File: config.mk
export PLATFORM = sky130hd
export DESIGN_NAME = restart_seq
export DESIGN_NICKNAME = d
export VERILOG_FILES = /design/src/rtl/rs_pkg.sv /design/src/rtl/rs_countdown.sv /design/src/rtl/rs_addr_pull.sv /design/src/rtl/restart_seq.sv
export SDC_FILE = /design/constraint.sdc
export NUM_CORES = 1
export LEC_CHECK = 0
export BUFFER_PORTS_ARGS = -buffer_cell sky130_fd_sc_hd__buf_2
export CORE_MARGIN = 4
export CORE_UTILIZATION = 59
export CTS_CLUSTER_SIZE = 8
export DETAILED_ROUTE_END_ITERATION = 16
export PLACE_DENSITY = 0.8
export RECOVER_POWER = 25
export SETUP_SLACK_MARGIN = 0.15
export SYNTH_ARGS = -nofsm -noshare
export SYNTH_HDL_FRONTEND = slang
export SYNTH_HIERARCHICAL = 1
export SYNTH_SLANG_ARGS = --single-unit
File: constraint.sdc
create_clock -name clk -period 3.5 [get_ports clk]
set_input_delay 0.35 -clock clk [delete_from_list [all_inputs] [get_ports clk]]
set_output_delay 0.35 -clock clk [all_outputs]
set_load 0.05 [all_outputs]
File: src/rtl/rs_pkg.sv
package rs_pkg;
   typedef enum logic [2:0] {
      ST_IDLE,
      ST_SETTLE,
      ST_GAP1,
      ST_STRB1,
      ST_GAP2,
      ST_STRB2,
      ST_FINAL,
      ST_START
   } rs_state_e;
endpackage

File: src/rtl/rs_countdown.sv
module rs_countdown #(
   parameter int W = 8
) (
   input  logic         clk,
   input  logic         rst,
   input  logic         load,
   input  logic [W-1:0] load_val,
   output logic         done
);
   logic [W-1:0] cnt;

   if (W < 1) begin : g_bad_w
      $error("rs_countdown: W must be at least 1");
   end

   always_ff @(posedge clk) begin
      if (rst)             cnt <= '0;
      else if (load)       cnt <= load_val;
      else if (cnt != '0)  cnt <= cnt - 1'b1;
   end

   assign done = (cnt == '0);

   AST_CNT_STEPS_DOWN: assert property (@(posedge clk) disable iff (rst)
      (!load && cnt != '0) |=> cnt == $past(cnt) - 1'b1);
endmodule

File: src/rtl/rs_addr_pull.sv
module rs_addr_pull #(
   parameter int DATA_W = 12,
   parameter int SEL_W  = 3
) (
   input  logic [SEL_W-1:0]  sel,
   input  logic              en,
   output logic [DATA_W-1:0] pull
);
   // select code that pulls a given data line; 0 means no code does
   function automatic int code_for_line(int line);
      case (line)
         4:       return 1;
         2:       return 2;
         1:       return 3;
         0:       return 4;
         default: return 0;
      endcase
   endfunction

   if (DATA_W < 5) begin : g_bad_dw
      $error("rs_addr_pull: DATA_W must be at least 5");
   end
   if (SEL_W < 3) begin : g_bad_sw
      $error("rs_addr_pull: SEL_W must be at least 3");
   end

   for (genvar b = 0; b < DATA_W; b++) begin : g_line
      if (code_for_line(b) != 0) begin : g_used
         assign pull[b] = en && (sel == SEL_W'(code_for_line(b)));
      end else begin : g_unused
         assign pull[b] = 1'b0;
      end
   end

   always_comb begin
      AST_PULL_ONE_LINE: assert ($onehot0(pull));
   end
endmodule

File: src/rtl/restart_seq.sv
module restart_seq
   import rs_pkg::*;
#(
   parameter int SETTLE_CYC = 150_000_000,
   parameter int GAP_CYC    = 25,
   parameter int STROBE_CYC = 10,
   parameter int FINAL_CYC  = 100,
   parameter int START_CYC  = 10,
   parameter int DATA_W     = 12,
   parameter int SEL_W      = 3
) (
   input  logic              clk,
   input  logic              rst,
   input  logic              pwr_up_i,
   input  logic              auto_en_i,
   input  logic [SEL_W-1:0]  addr_sel_i,
   output logic              load_en_o,
   output logic              ind_inhibit_o,
   output logic              state_dis_o,
   output logic              key_ctl_o,
   output logic              load_strobe_o,
   output logic [DATA_W-1:0] data_low_o,
   output logic              pwr_low_clr_o,
   output logic              mem_start_o
);
   localparam int GAP2_CYC = GAP_CYC - STROBE_CYC;
   localparam int MAX_A    = (SETTLE_CYC > GAP_CYC) ? SETTLE_CYC : GAP_CYC;
   localparam int MAX_B    = (FINAL_CYC > START_CYC) ? FINAL_CYC : START_CYC;
   localparam int MAX_CYC  = (MAX_A > MAX_B) ? MAX_A : MAX_B;
   localparam int CNT_W    = $clog2(MAX_CYC + 1);

   if (SETTLE_CYC < 1 || STROBE_CYC < 1 || FINAL_CYC < 1 || START_CYC < 1) begin : g_bad_len
      $error("restart_seq: every delay must be at least one cycle");
   end
   if (GAP_CYC <= STROBE_CYC) begin : g_bad_gap
      $error("restart_seq: GAP_CYC must exceed STROBE_CYC");
   end

   rs_state_e        state, nxt;
   logic             up_q, rise, clr_q;
   logic             ld, done;
   logic [CNT_W-1:0] ld_val;
   logic             in_strobe;

   assign rise = pwr_up_i && !up_q;

   always_comb begin
      nxt    = state;
      ld     = 1'b0;
      ld_val = '0;
      unique case (state)
         ST_IDLE:   if (rise && auto_en_i) begin nxt = ST_SETTLE; ld = 1'b1; ld_val = CNT_W'(SETTLE_CYC - 1); end
         ST_SETTLE: if (done) begin nxt = ST_GAP1;  ld = 1'b1; ld_val = CNT_W'(GAP_CYC - 1);    end
         ST_GAP1:   if (done) begin nxt = ST_STRB1; ld = 1'b1; ld_val = CNT_W'(STROBE_CYC - 1); end
         ST_STRB1:  if (done) begin nxt = ST_GAP2;  ld = 1'b1; ld_val = CNT_W'(GAP2_CYC - 1);   end
         ST_GAP2:   if (done) begin nxt = ST_STRB2; ld = 1'b1; ld_val = CNT_W'(STROBE_CYC - 1); end
         ST_STRB2:  if (done) begin nxt = ST_FINAL; ld = 1'b1; ld_val = CNT_W'(FINAL_CYC - 1);  end
         ST_FINAL:  if (done) begin nxt = ST_START; ld = 1'b1; ld_val = CNT_W'(START_CYC - 1);  end
         ST_START:  if (done) nxt = ST_IDLE;
         default:   nxt = ST_IDLE;
      endcase
   end

   always_ff @(posedge clk) begin
      if (rst) begin
         state <= ST_IDLE;
         up_q  <= 1'b1;
         clr_q <= 1'b0;
      end else begin
         state <= nxt;
         up_q  <= pwr_up_i;
         clr_q <= (state == ST_SETTLE) && done;
      end
   end

   rs_countdown #(.W(CNT_W)) u_timer (
      .clk      (clk),
      .rst      (rst),
      .load     (ld),
      .load_val (ld_val),
      .done     (done)
   );

   assign in_strobe     = (state == ST_STRB1) || (state == ST_STRB2);
   assign load_en_o     = (state == ST_GAP1) || (state == ST_STRB1) || (state == ST_GAP2) || (state == ST_STRB2);
   assign ind_inhibit_o = load_en_o;
   assign state_dis_o   = load_en_o;
   assign key_ctl_o     = (state == ST_GAP2) || (state == ST_STRB2);
   assign load_strobe_o = in_strobe;
   assign pwr_low_clr_o = clr_q;
   assign mem_start_o   = (state == ST_START);

   rs_addr_pull #(.DATA_W(DATA_W), .SEL_W(SEL_W)) u_pull (
      .sel  (addr_sel_i),
      .en   (in_strobe),
      .pull (data_low_o)
   );

   AST_STROBE_INSIDE_ENABLE: assert property (@(posedge clk) disable iff (rst)
      load_strobe_o |-> load_en_o);
   AST_KEY_FOLLOWS_STROBE: assert property (@(posedge clk) disable iff (rst)
      $rose(key_ctl_o) |-> $past(load_strobe_o));
   AST_CLR_WITH_ENABLE: assert property (@(posedge clk) disable iff (rst)
      pwr_low_clr_o |-> (load_en_o && !load_strobe_o && !key_ctl_o));
   AST_DATA_ONLY_IN_STROBE: assert property (@(posedge clk) disable iff (rst)
      (data_low_o != '0) |-> load_strobe_o);
   AST_START_RELEASED: assert property (@(posedge clk) disable iff (rst)
      mem_start_o |-> (!load_en_o && !key_ctl_o && !load_strobe_o));
   AST_ENTRY_FROM_IDLE: assert property (@(posedge clk) disable iff (rst)
      (state == ST_SETTLE && $past(state) != ST_SETTLE) |-> $past(state) == ST_IDLE);
endmodule

==> metrics.yaml, run 1 <==
first_pass_iters: 4
cts_buffers: 5
ff2ff_setup_slack_ns: 0.49
status: "finished, final reports clean"
setup_tns_ns: 0
synth_compound_area_share_pct: 20.0
worstHoldPathType: "primary input to register"
synth_seq_cells: 33
utilization_pct: 67.0
synthCells: 277
fmax_mhz: 333
cts_resized: 0
place.gp.congestion: 0.807
synth_mux_area_share_pct: 0.864
synth_edf_count: 0
worstSetupEndpoint: "u_timer/cnt[2]$_SDFFE_PP0P_"
worst-path-buf-inv: 2
max_slew_margin_pct: 22.4
crit_path_end_kind: "register"
crit_path_start: "u_timer/cnt[20]$_SDFFE_PP0P_"
die_h_um: 70.7
clk_pin_slew_worst_paths_ns: 0.07
grt_pass1_vias: 1880
fill_cells: 349
worst_r2r_startpoint: "u_timer/cnt[20]$_SDFFE_PP0P_"
post-route-period-util_pct: 85.9
clockBufferDepth: 2
syn-cell-area_um2: 2320
synth_ff_type: "dfxtp_1"
crit_arrival_ns: 3.20
tightest_slew_ns: 1.16
dp_hpwl_um: 3460
clk-insertion-delay-late_ns: 0.29
finalMaxSlewViolations: 0
finClkSkew_ns: 0.00740
cap_violations: 0
synth_xor_area_share_pct: 6.80
worst-path-max-fanout: 13
grt_overflow: 0
ff2ff_path_depth: 8
setup_violations: 0
die_x_um: 70.7
wl_um: 5010
hold_buffers: 0
initial_core_util_pct: 62.4
synth_fa_ha_area_share_pct: 3.24
dr_total_vias: 2028
worst_slack_ns: 0.494
cp_slowest_cell: "nor4b_1"
rr_endpoint: "u_timer/cnt[2]$_SDFFE_PP0P_"
crit_family: "simple AND/OR/NAND/NOR gates"
synthToLayoutAreaGrowth_pct: 7.51
wl_per_cell_um: 14.3
cp_cell_sequence: "nor4_2, nand4b_2, nor4b_1, a21o_1, clkinv_1, buf_4, o31a_1, a221oi_2"
powerDensity_nw_per_um2: 831
syn_avg_cell_area_um2: 8.37
synth_cell_type_count: 64
seq_area_frac_synth_pct: 28.5
cts_num_sinks: 33
htreeDepth: 2
ir_drop_mv: 0.369
place_inst: 342
power_uw: 2070
synth_simple_gate_area_share_pct: 32.6
postCtsSetupBuffers: 0
drive_above_1_share_pct: 16.6
crit_type: "register to register"
stdcell_count: 350
rows: 22
crit_cells: 8
grt_max_degree: 28
ios: 26
grt_pass1_wl_um: 8760
crit_required_ns: 3.69
die_area_um2: 4990
synth_top_family_by_area: "simple AND/OR/NAND/NOR gates"
core-area_um2: 3720
viasPerCell: 5.79
ys_warn_count: 6
antenna_found_initial: 0
io_buffers: 17
drt_iter0_drc: 162
grt_usage_pct: 21.5
max_stage_delay_ns: 0.51
period_needed_ns: 3.01
cts_root_buf: "clkbuf_8"
drc_errors: 0
final_hold_viol_count: 0
leakagePower_uw: 0.000985
post-place-ws_ns: 0.732
diodes: 0
grt_setup_unrepaired: "false"
nNetsFinal: 314
start_kind: "register"
cts_tree: "done"
async_flop_share_pct: 0
final_antenna_net_count: 0
## sequential cells by signal, summed over array words and instances (netlist names)
name           cells
pwr_low_clr_o      1
state              3
u_timer/cnt       28
up_q               1
## synthesized netlist by cell type (6+ instances only)
cell type / number / area [um^2]
dfxtp_1: 33 / 661
nand2_1: 29 / 109
xnor2_1: 18 / 158
nor3_1: 17 / 85.1
nor2_1: 14 / 52.6
buf_4: 12 / 90.1
o21ai_0: 11 / 55.1
o21ai_1: 10 / 50.1
or3_1: 9 / 56.3
inv_1: 7 / 26.3
nand3_1: 7 / 35.0
a21oi_1: 6 / 30.0
clkbuf_1: 6 / 22.5
ha_1: 6 / 75.1
nand2b_1: 6 / 37.5
## per-layer routing
metal	vias up	track usage (%)	routed length [um]
li1	1026	-	-
met1	949	29.4	2370
met2	49	33.1	2320
met3	4	4.97	252
met4	0	8.14	71
met5	-	0	0
## report_power, final
| part | total [uW] | switching (uW) | internal [uW] | leakage, uW |
|---|---|---|---|---|
| Combinational | 1150 | 678 | 470 | 0.000660 |
| Sequential | 602 | 119 | 483 | 0.000270 |
| Clock | 320 | 143 | 178 | 0.0000542 |
| Total | 2070 | 939 | 1130 | 0.000985 |
## layout make-up
cell class              instances  area [um^2]  share of cell area (%)
multi-input cells             231         1530                    61.4
flip-flops and latches         33          661                    26.5
repair buffers                 21          105                    4.22
inverters                       9         33.8                    1.36
clock inverters                 1         5.00                   0.201
well taps                      48         60.1                    2.41
clock buffers                   7         96.3                    3.87
## per-stage QoR
step / hold WS (ns) / instance area, um^2
2_1_floorplan: 0.416 / 2380
3_3_place_gp: 0.492 / 2410
3_5_place_dp: 0.490 / 2410
4_1_cts: 0.257 / 2520
5_1_grt: 0.288 / 2490
6_report: 0.266 / 2490
## placed cells by master, fill, tap and decap left out, drive strengths merged, types with 9 or more instances in the layout
cell and count:
buf 13, or3 9, xnor2 18, nor3 17
o21ai 23, conb 20, clkbuf 15, nor4 9
dfxtp 33, nand2 32, nor2 14
## cell families after synthesis
family / after synthesis
and+or+nand+nor: 123
muxes: 2
buffers and inverters: 31
adders and majority gates: 6
other: 2
DFF: 33
AOI/OAI and AO/OA: 62
xor gates and xnor gates: 18
## worst min path at each step
| stage | startpoint | endpoint | slack, ns | cells after the start |
|---|---|---|---|---|
| finish | pwr_up_i | up_q$_SDFF_PP1_ | 0.27 | 2 |
| global placement | u_timer/cnt[11]$_SDFFE_PP0P_ | u_timer/cnt[11]$_SDFFE_PP0P_ | 0.49 | 2 |
| detailed placement | u_timer/cnt[11]$_SDFFE_PP0P_ | u_timer/cnt[11]$_SDFFE_PP0P_ | 0.49 | 2 |
| CTS | pwr_up_i | up_q$_SDFF_PP1_ | 0.26 | 2 |
| floorplan | rst | u_timer/cnt[2]$_SDFFE_PP0P_ | 0.42 | 1 |
| global route | pwr_up_i | up_q$_SDFF_PP1_ | 0.29 | 2 |
No activity file was read; power rests on OpenSTA's default activity.
==> run 2, diff against run 1 <==
--- a/config.mk
+++ b/config.mk
@@ -10,7 +10,7 @@
 export CORE_UTILIZATION = 59
 export CTS_CLUSTER_SIZE = 8
 export DETAILED_ROUTE_END_ITERATION = 16
-export PLACE_DENSITY = 0.8
+export PLACE_DENSITY = 0.78
 export RECOVER_POWER = 25
 export SETUP_SLACK_MARGIN = 0.15
 export SYNTH_ARGS = -nofsm -noshare
==> run 2 against run 1 <==
Sequential power about the same. Die area did not move. Final area grew 0.30%. Flip-flop and latch count is the same. Power grew 1.2%. Wire length rose by 1.2%. Cell count did not move. Count of clock-buffer cells in the layout unchanged. Non-clock buffer count did not move. Sequential share of layout area decreased by 0.080 points. Critical endpoint is now u_timer/cnt[20]$_SDFFE_PP0P_. Via count shrank 0.30%. Setup slack better by 0.14 ns.
==> metrics.yaml, run 2 (same netlist as run 1, synthesis figures left out) <==
status: "finished, final reports clean"
io_buffers: 17  # unchanged
worst-path-buf-inv: 0  # -2
initial_core_util_pct: 62.4  # unchanged
final_hold_viol_count: 0  # unchanged
grt_usage_pct: 20.7  # -0.81 points
ir_drop_mv: 0.534  # +45%
holdCritStartpoint: "pwr_up_i"
leakagePower_uw: 0.000986  # about the same
start_kind: "register"
finalMaxSlewViolations: 0  # unchanged
dp_hpwl_um: 3500  # +1.0%
rows: 22  # unchanged
crit_arrival_ns: 3.01  # -0.19 ns
largestRegisters: "u_timer/cnt: 28 flops, state: 3 flops"
drt_iter0_drc: 151  # -6.8%
crit_required_ns: 3.65  # -0.04 ns
clk-insertion-delay-late_ns: 0.28  # about the same
worst_r2r_startpoint: "u_timer/cnt[20]$_SDFFE_PP0P_"
final_antenna_net_count: 0  # unchanged
largest_reg_flops: 28  # unchanged
crit_type: "register to register"
hold_buffers: 0  # unchanged
wl_per_cell_um: 14.5  # +1.2%
viasPerCell: 5.78  # -0.30%
cts_tree: "done"
place_inst: 342  # unchanged
powerDensity_nw_per_um2: 838  # +0.86%
setup_tns_ns: 0  # unchanged
fmax_mhz: 349  # +5.0%
grt_pass1_vias: 1805  # -4.0%
die_x_um: 70.7  # unchanged
cts_num_sinks: 33  # unchanged
htreeDepth: 2  # unchanged
clockBufferDepth: 2  # unchanged
drc_errors: 0  # unchanged
worst_slack_ns: 0.636  # +0.143 ns
cts_resized: 0  # unchanged
ios: 26  # unchanged
cp_slowest_cell: "nor4_1"
stdcell_count: 350  # unchanged
finClkSkew_ns: 0.00553  # -0.00187 ns
utilization_pct: 67.2  # +0.20 points
period_needed_ns: 2.86  # -0.143 ns
cts_buffers: 5  # unchanged
grt_pass1_wl_um: 8590  # -1.9%
nNetsFinal: 314  # unchanged
post-route-period-util_pct: 81.8  # -4.1 points
antenna_found_initial: 0  # unchanged
die_area_um2: 4990  # unchanged
cts_root_buf: "clkbuf_8"
first_pass_iters: 4  # unchanged
tightest_slew_ns: 1.20  # +0.0385 ns
postCtsSetupBuffers: 0  # unchanged
dr_total_vias: 2022  # -0.30%
post-place-ws_ns: 0.821  # +0.0890 ns
layout_common_cells: "dfxtp_1, nand2_1, conb_1"
regMostFlops: "u_timer/cnt"
grt_overflow: 0  # unchanged
diodes: 0  # unchanged
setup_violations: 0  # unchanged
drive_above_1_share_pct: 16.2  # -0.33 points
place.gp.congestion: 0.844  # +4.5%
cap_violations: 0  # unchanged
wl_um: 5080  # +1.2%
worst-path-max-fanout: 14  # +1
worstHoldPathType: "primary input to register"
max_stage_delay_ns: 0.62  # +0.11 ns
crit_path_start: "u_timer/cnt[20]$_SDFFE_PP0P_"
cp_cell_sequence: "nor4_1, nand4b_2, nor4b_4, a21o_1, or2_2, nand2b_1, o21ai_0"
core-area_um2: 3720  # unchanged
crit_path_end_kind: "register"
clk_pin_slew_worst_paths_ns: 0.07  # about the same
die_h_um: 70.7  # unchanged
final_common_cell: "dfxtp_1"
grt_setup_unrepaired: "false"
max_slew_margin_pct: 19.9  # -2.6 points
crit_family: "simple AND/OR/NAND/NOR gates"
synthToLayoutAreaGrowth_pct: 7.83
grt_max_degree: 28  # unchanged
## run 2: changes by cell type in the layout (fill, tap and decap cells not counted)
cell | before | now
buf_2 | 9 | 8
clkbuf_1 | 8 | 9
nor4_1 | 4 | 5
nor4b_4 | 0 | 1
nor4b_1 | 2 | 1
nor4_2 | 4 | 3
## run 2: path summary, 6_finish.rpt
path / slack, ns / depth (start not counted) / endpoint
setup / recovery: 0.64 / 7 / u_timer/cnt[20]$_SDFFE_PP0P_
hold / removal: 0.28 / 2 / up_q$_SDFF_PP1_
setup reg to reg: 0.64 / 7 / u_timer/cnt[20]$_SDFFE_PP0P_
hold reg to reg: 0.52 / 2 / u_timer/cnt[11]$_SDFFE_PP0P_
## run 2: final cells by class
type	instances	area [um^2]
Fill cell	301	1220
Clock inverter	1	5.00
Multi-Input combinational cell	231	1540
Clock buffer	7	96.3
Timing Repair Buffer	21	104
Sequential cell	33	661
Inverter	9	33.8
Tap cell	48	60.1
## run 2: stage by stage
step	power, uW	hold WS (ns)	area, um^2
3_3_place_gp	1740	0.492	2410
4_1_cts	2110	0.275	2520
5_1_grt	2260	0.281	2500
3_5_place_dp	1770	0.495	2410
2_1_floorplan	1580	0.416	2380
6_report	2090	0.277	2500
## run 2: metal layers
layer  GRT usage, %  up-vias  share of wire, %
li1               -     1030                 -
met1           29.2      926                47
met2           33.0       61                46
met3           3.69        5               6.4
met4           5.01        0              0.85
met5              0        -                 0
## run 2: power breakdown
part / internal (uW) / leakage [uW] / switching (uW)
combinational: 474 / 0.000661 / 704
sequential: 483 / 0.000270 / 116
clock: 178 / 0.0000542 / 139
total: 1140 / 0.000986 / 959
==> run 3, diff against run 2 <==
--- a/config.mk
+++ b/config.mk
@@ -5,12 +5,13 @@
 export SDC_FILE = /design/constraint.sdc
 export NUM_CORES = 1
 export LEC_CHECK = 0
+export ABC_AREA = 1
 export BUFFER_PORTS_ARGS = -buffer_cell sky130_fd_sc_hd__buf_2
 export CORE_MARGIN = 4
-export CORE_UTILIZATION = 59
+export CORE_UTILIZATION = 60
 export CTS_CLUSTER_SIZE = 8
 export DETAILED_ROUTE_END_ITERATION = 16
-export PLACE_DENSITY = 0.78
+export PLACE_DENSITY = 0.79
 export RECOVER_POWER = 25
 export SETUP_SLACK_MARGIN = 0.15
 export SYNTH_ARGS = -nofsm -noshare
==> constraint.sdc (replaced) <==
create_clock -name clk -period 2.7 [get_ports clk]
set_input_delay 0.27 -clock clk [delete_from_list [all_inputs] [get_ports clk]]
set_output_delay 0.27 -clock clk [all_outputs]
set_load 0.05 [all_outputs]
==> run 3 against run 2 <==
The run now ends with max-capacitance violations, max-slew violations left. Non-clock buffer count down 1. Setup slack worse by 0.27 ns. Die area grew 9.5%. Hold slack worse by 0.098 ns. Count of clock-buffer cells in the layout is the same. Final area grew 12%. Register-to-register slack got worse by 0.27 ns. Flip-flop and latch count unchanged. Cell count increased by 37%. Fmax increased by 23%. Largest cell class unchanged. Highest routed layer unchanged.
==> metrics.yaml, run 3 <==
status: "finished with violations"
violations: "max-capacitance violations, max-slew violations"
synth_cell_type_count: 32  # -50%
synth_seq_cells: 33  # unchanged
synth_ff_type: "dfxtp_1"
grt_pass1_vias: 2356  # +31%
design_area_um2: 2790  # +12%
seq_area_frac_synth_pct: 25.3  # -3.2 points
nNetsFinal: 441  # +40%
grt_setup_unrepaired: "false"
stdcell_count: 479  # +37%
ff2ff_setup_slack_ns: 0.37  # -0.27 ns
grt_pass1_wl_um: 10600  # +24%
cts_root_buf: "clkbuf_8"
hold_buffers: 0  # unchanged
worst-path-max-fanout: 16  # +2
drc_errors: 0  # unchanged
wl_per_cell_um: 12.9  # -11%
netlist_top_cells_count: "nand2_1, nor2_1, inv_1, dfxtp_1, nand3_1"
placedInstanceArea_um2: 2710  # +12%
rows: 23  # +4.5%
syn_avg_cell_area_um2: 6.49  # -22%
worstHoldPathType: "primary input to register"
synth_edf_count: 0  # unchanged
crit_required_ns: 2.81  # -0.84 ns
core-area_um2: 4120  # +11%
layout_common_cells: "nand2_1, nor2_1, inv_1"
clockBufferDepth: 2  # unchanged
cap_violations: 1  # +1
worstHoldEndpoint: "up_q$_SDFF_PP1_"
crit_type: "register to register"
synthCells: 402  # +45%
cts_tree: "done"
holdCritStartpoint: "pwr_up_i"
post-place-ws_ns: 0.477  # -0.344 ns
max_slew_margin_pct: -9.70  # -30 points
final_antenna_net_count: 0  # unchanged
largestRegisters: "u_timer/cnt: 28 flops, state: 3 flops"
first_pass_iters: 5  # +1
dr_total_vias: 2521  # +25%
postCtsSetupBuffers: 0  # unchanged
drive_above_1_share_pct: 17.9  # +1.7 points
ys_warn_count: 6  # unchanged
clk_pin_slew_worst_paths_ns: 0.07  # about the same
setup_violations: 0  # unchanged
ff2ff_path_depth: 14  # +7
cts_buffers: 5  # unchanged
cts_num_sinks: 33  # unchanged
synth.largest_area_cell: "dfxtp_1"
viasPerCell: 5.26  # -8.9%
crit_path_end_kind: "register"
finalMaxSlewViolations: 33  # +33
start_kind: "register"
synthToLayoutAreaGrowth_pct: 7.10
clk-insertion-delay-late_ns: 0.29  # about the same
crit_arrival_ns: 2.45  # -0.56 ns
post-synth-top-count-cell: "nand2_1"
cts_resized: 0  # unchanged
grt_overflow: 0  # unchanged
drt_iter0_drc: 205  # +36%
worst_r2r_startpoint: "u_timer/cnt[0]$_SDFFE_PP0P_"
synth_top_area_share_pct: 25.3  # -3.2 points
die_x_um: 73.9  # +4.6%
fmax_mhz: 429  # +23%
ios: 26  # unchanged
dp_hpwl_um: 4660  # +33%
place.gp.congestion: 0.977  # +16%
grt_max_degree: 33  # +18%
wl_um: 6190  # +22%
tightest_slew_ns: 1.65  # +0.443 ns
initial_core_util_pct: 63.4  # +1.0 points
largest_reg_flops: 28  # unchanged
rr_endpoint: "u_timer/cnt[0]$_SDFFE_PP0P_"
syn-cell-area_um2: 2610  # +13%
final_common_cell: "nand2_1"
ys_top_cells_by_area: "dfxtp_1, nand2_1, nor2_1"
crit_path_start: "u_timer/cnt[0]$_SDFFE_PP0P_"
regMostFlops: "u_timer/cnt"
antenna_found_initial: 0  # unchanged
htreeDepth: 2  # unchanged
diodes: 0  # unchanged
finClkSkew_ns: 0.0103  # +0.00473 ns
io_buffers: 17  # unchanged
async_flop_share_pct: 0  # unchanged
setup_tns_ns: 0  # unchanged
place_inst: 471  # +38%
grt_usage_pct: 25.0  # +4.3 points
die_h_um: 73.9  # +4.6%
period_needed_ns: 2.33  # -0.531 ns
min_path_cells: 2  # unchanged
die_area_um2: 5470  # +9.5%
final_hold_viol_count: 0  # unchanged
post-route-period-util_pct: 86.4  # +4.6 points
worst_slack_ns: 0.367  # -0.269 ns
[run 3: changes by cell type in the layout (fill, tap and decap cells not counted), sizes merged, moves of 5 or more]
cell,previous run,this run
nand2,32,127
nor2,14,69
nand2b,6,0
nor3,17,4
nand3,7,29
nor4,9,0
xnor2,18,6
a21oi,6,30
nand4,5,11
xor2,0,6
o21ai,23,10
a311oi,5,0
inv,8,44
or3,9,0
[run 3: kinds of logic (layout without fill, tap and decap cells)]
group           count (synthesis)  after routing  share of synthesized area [%]
xor+xnor                       12             12                           4.03
compound gates                 43             43                           9.88
simple gates                  242            242                           45.9
flops                          33             33                           25.3
buf+inv                        64             73                           11.7
other cells                     2             20                          0.288
fa+ha+maj                       6              6                           2.88
[run 3: how the worst max path moves through the flow]
stage	to	slack (ns)
2_1_floorplan	load_en_o	0.48
3_3_place_gp	u_timer/cnt[0]$_SDFFE_PP0P_	0.56
3_5_place_dp	u_timer/cnt[2]$_SDFFE_PP0P_	0.48
4_1_cts	u_timer/cnt[2]$_SDFFE_PP0P_	0.46
5_1_grt	u_timer/cnt[0]$_SDFFE_PP0P_	0.18
6_report	u_timer/cnt[0]$_SDFFE_PP0P_	0.37
[run 3: per-stage QoR]
step | hold WS, ns | utilization (%)
final | 0.179 | 67.9
after global routing | 0.190 | 67.9
after CTS | 0.174 | 68.3
after detailed placement | 0.481 | 65.9
after global placement | 0.475 | 65.9
after floorplan | 0.332 | -
[run 3: area by class of cell]
class | instances | area, um^2
multi-input cells | 323 | 1700
fillers | 411 | 1320
flip-flops and latches | 33 | 661
inverters | 45 | 169
repair buffers | 20 | 98.8
clock buffers | 7 | 96.3
well taps | 50 | 62.6
clock inverters | 1 | 5.00
[run 3: routing by layer]
layer | track usage (%) | part of all wire, % | vias to the layer above | wire length (um)
met5 | 0 | 0 | - | 0
met4 | 7.65 | 0.94 | 0 | 58
met3 | 5.27 | 6.6 | 5 | 408
met2 | 42.1 | 48 | 83 | 2980
met1 | 31.9 | 44 | 1143 | 2740
li1 | - | - | 1290 | -
[run 3: worst max-delay path: stages (launching register included)]
cell and delay, ns:
dfxtp_1 0.34, inv_1 0.11, ha_1 0.19, nand2_1 0.06, nor2_1 0.10, nand3_1 0.18, nor2_8 0.23, nand2_1 0.07
nand2_1 0.18, buf_4 0.25, inv_1 0.11, nand2_2 0.09, clkinv_1 0.09, nand2_1 0.10, a21oi_2 0.06
Power of run 3 is not shown: default switching activity piles up to over one toggle a cycle in this logic, so the estimate is an artifact.
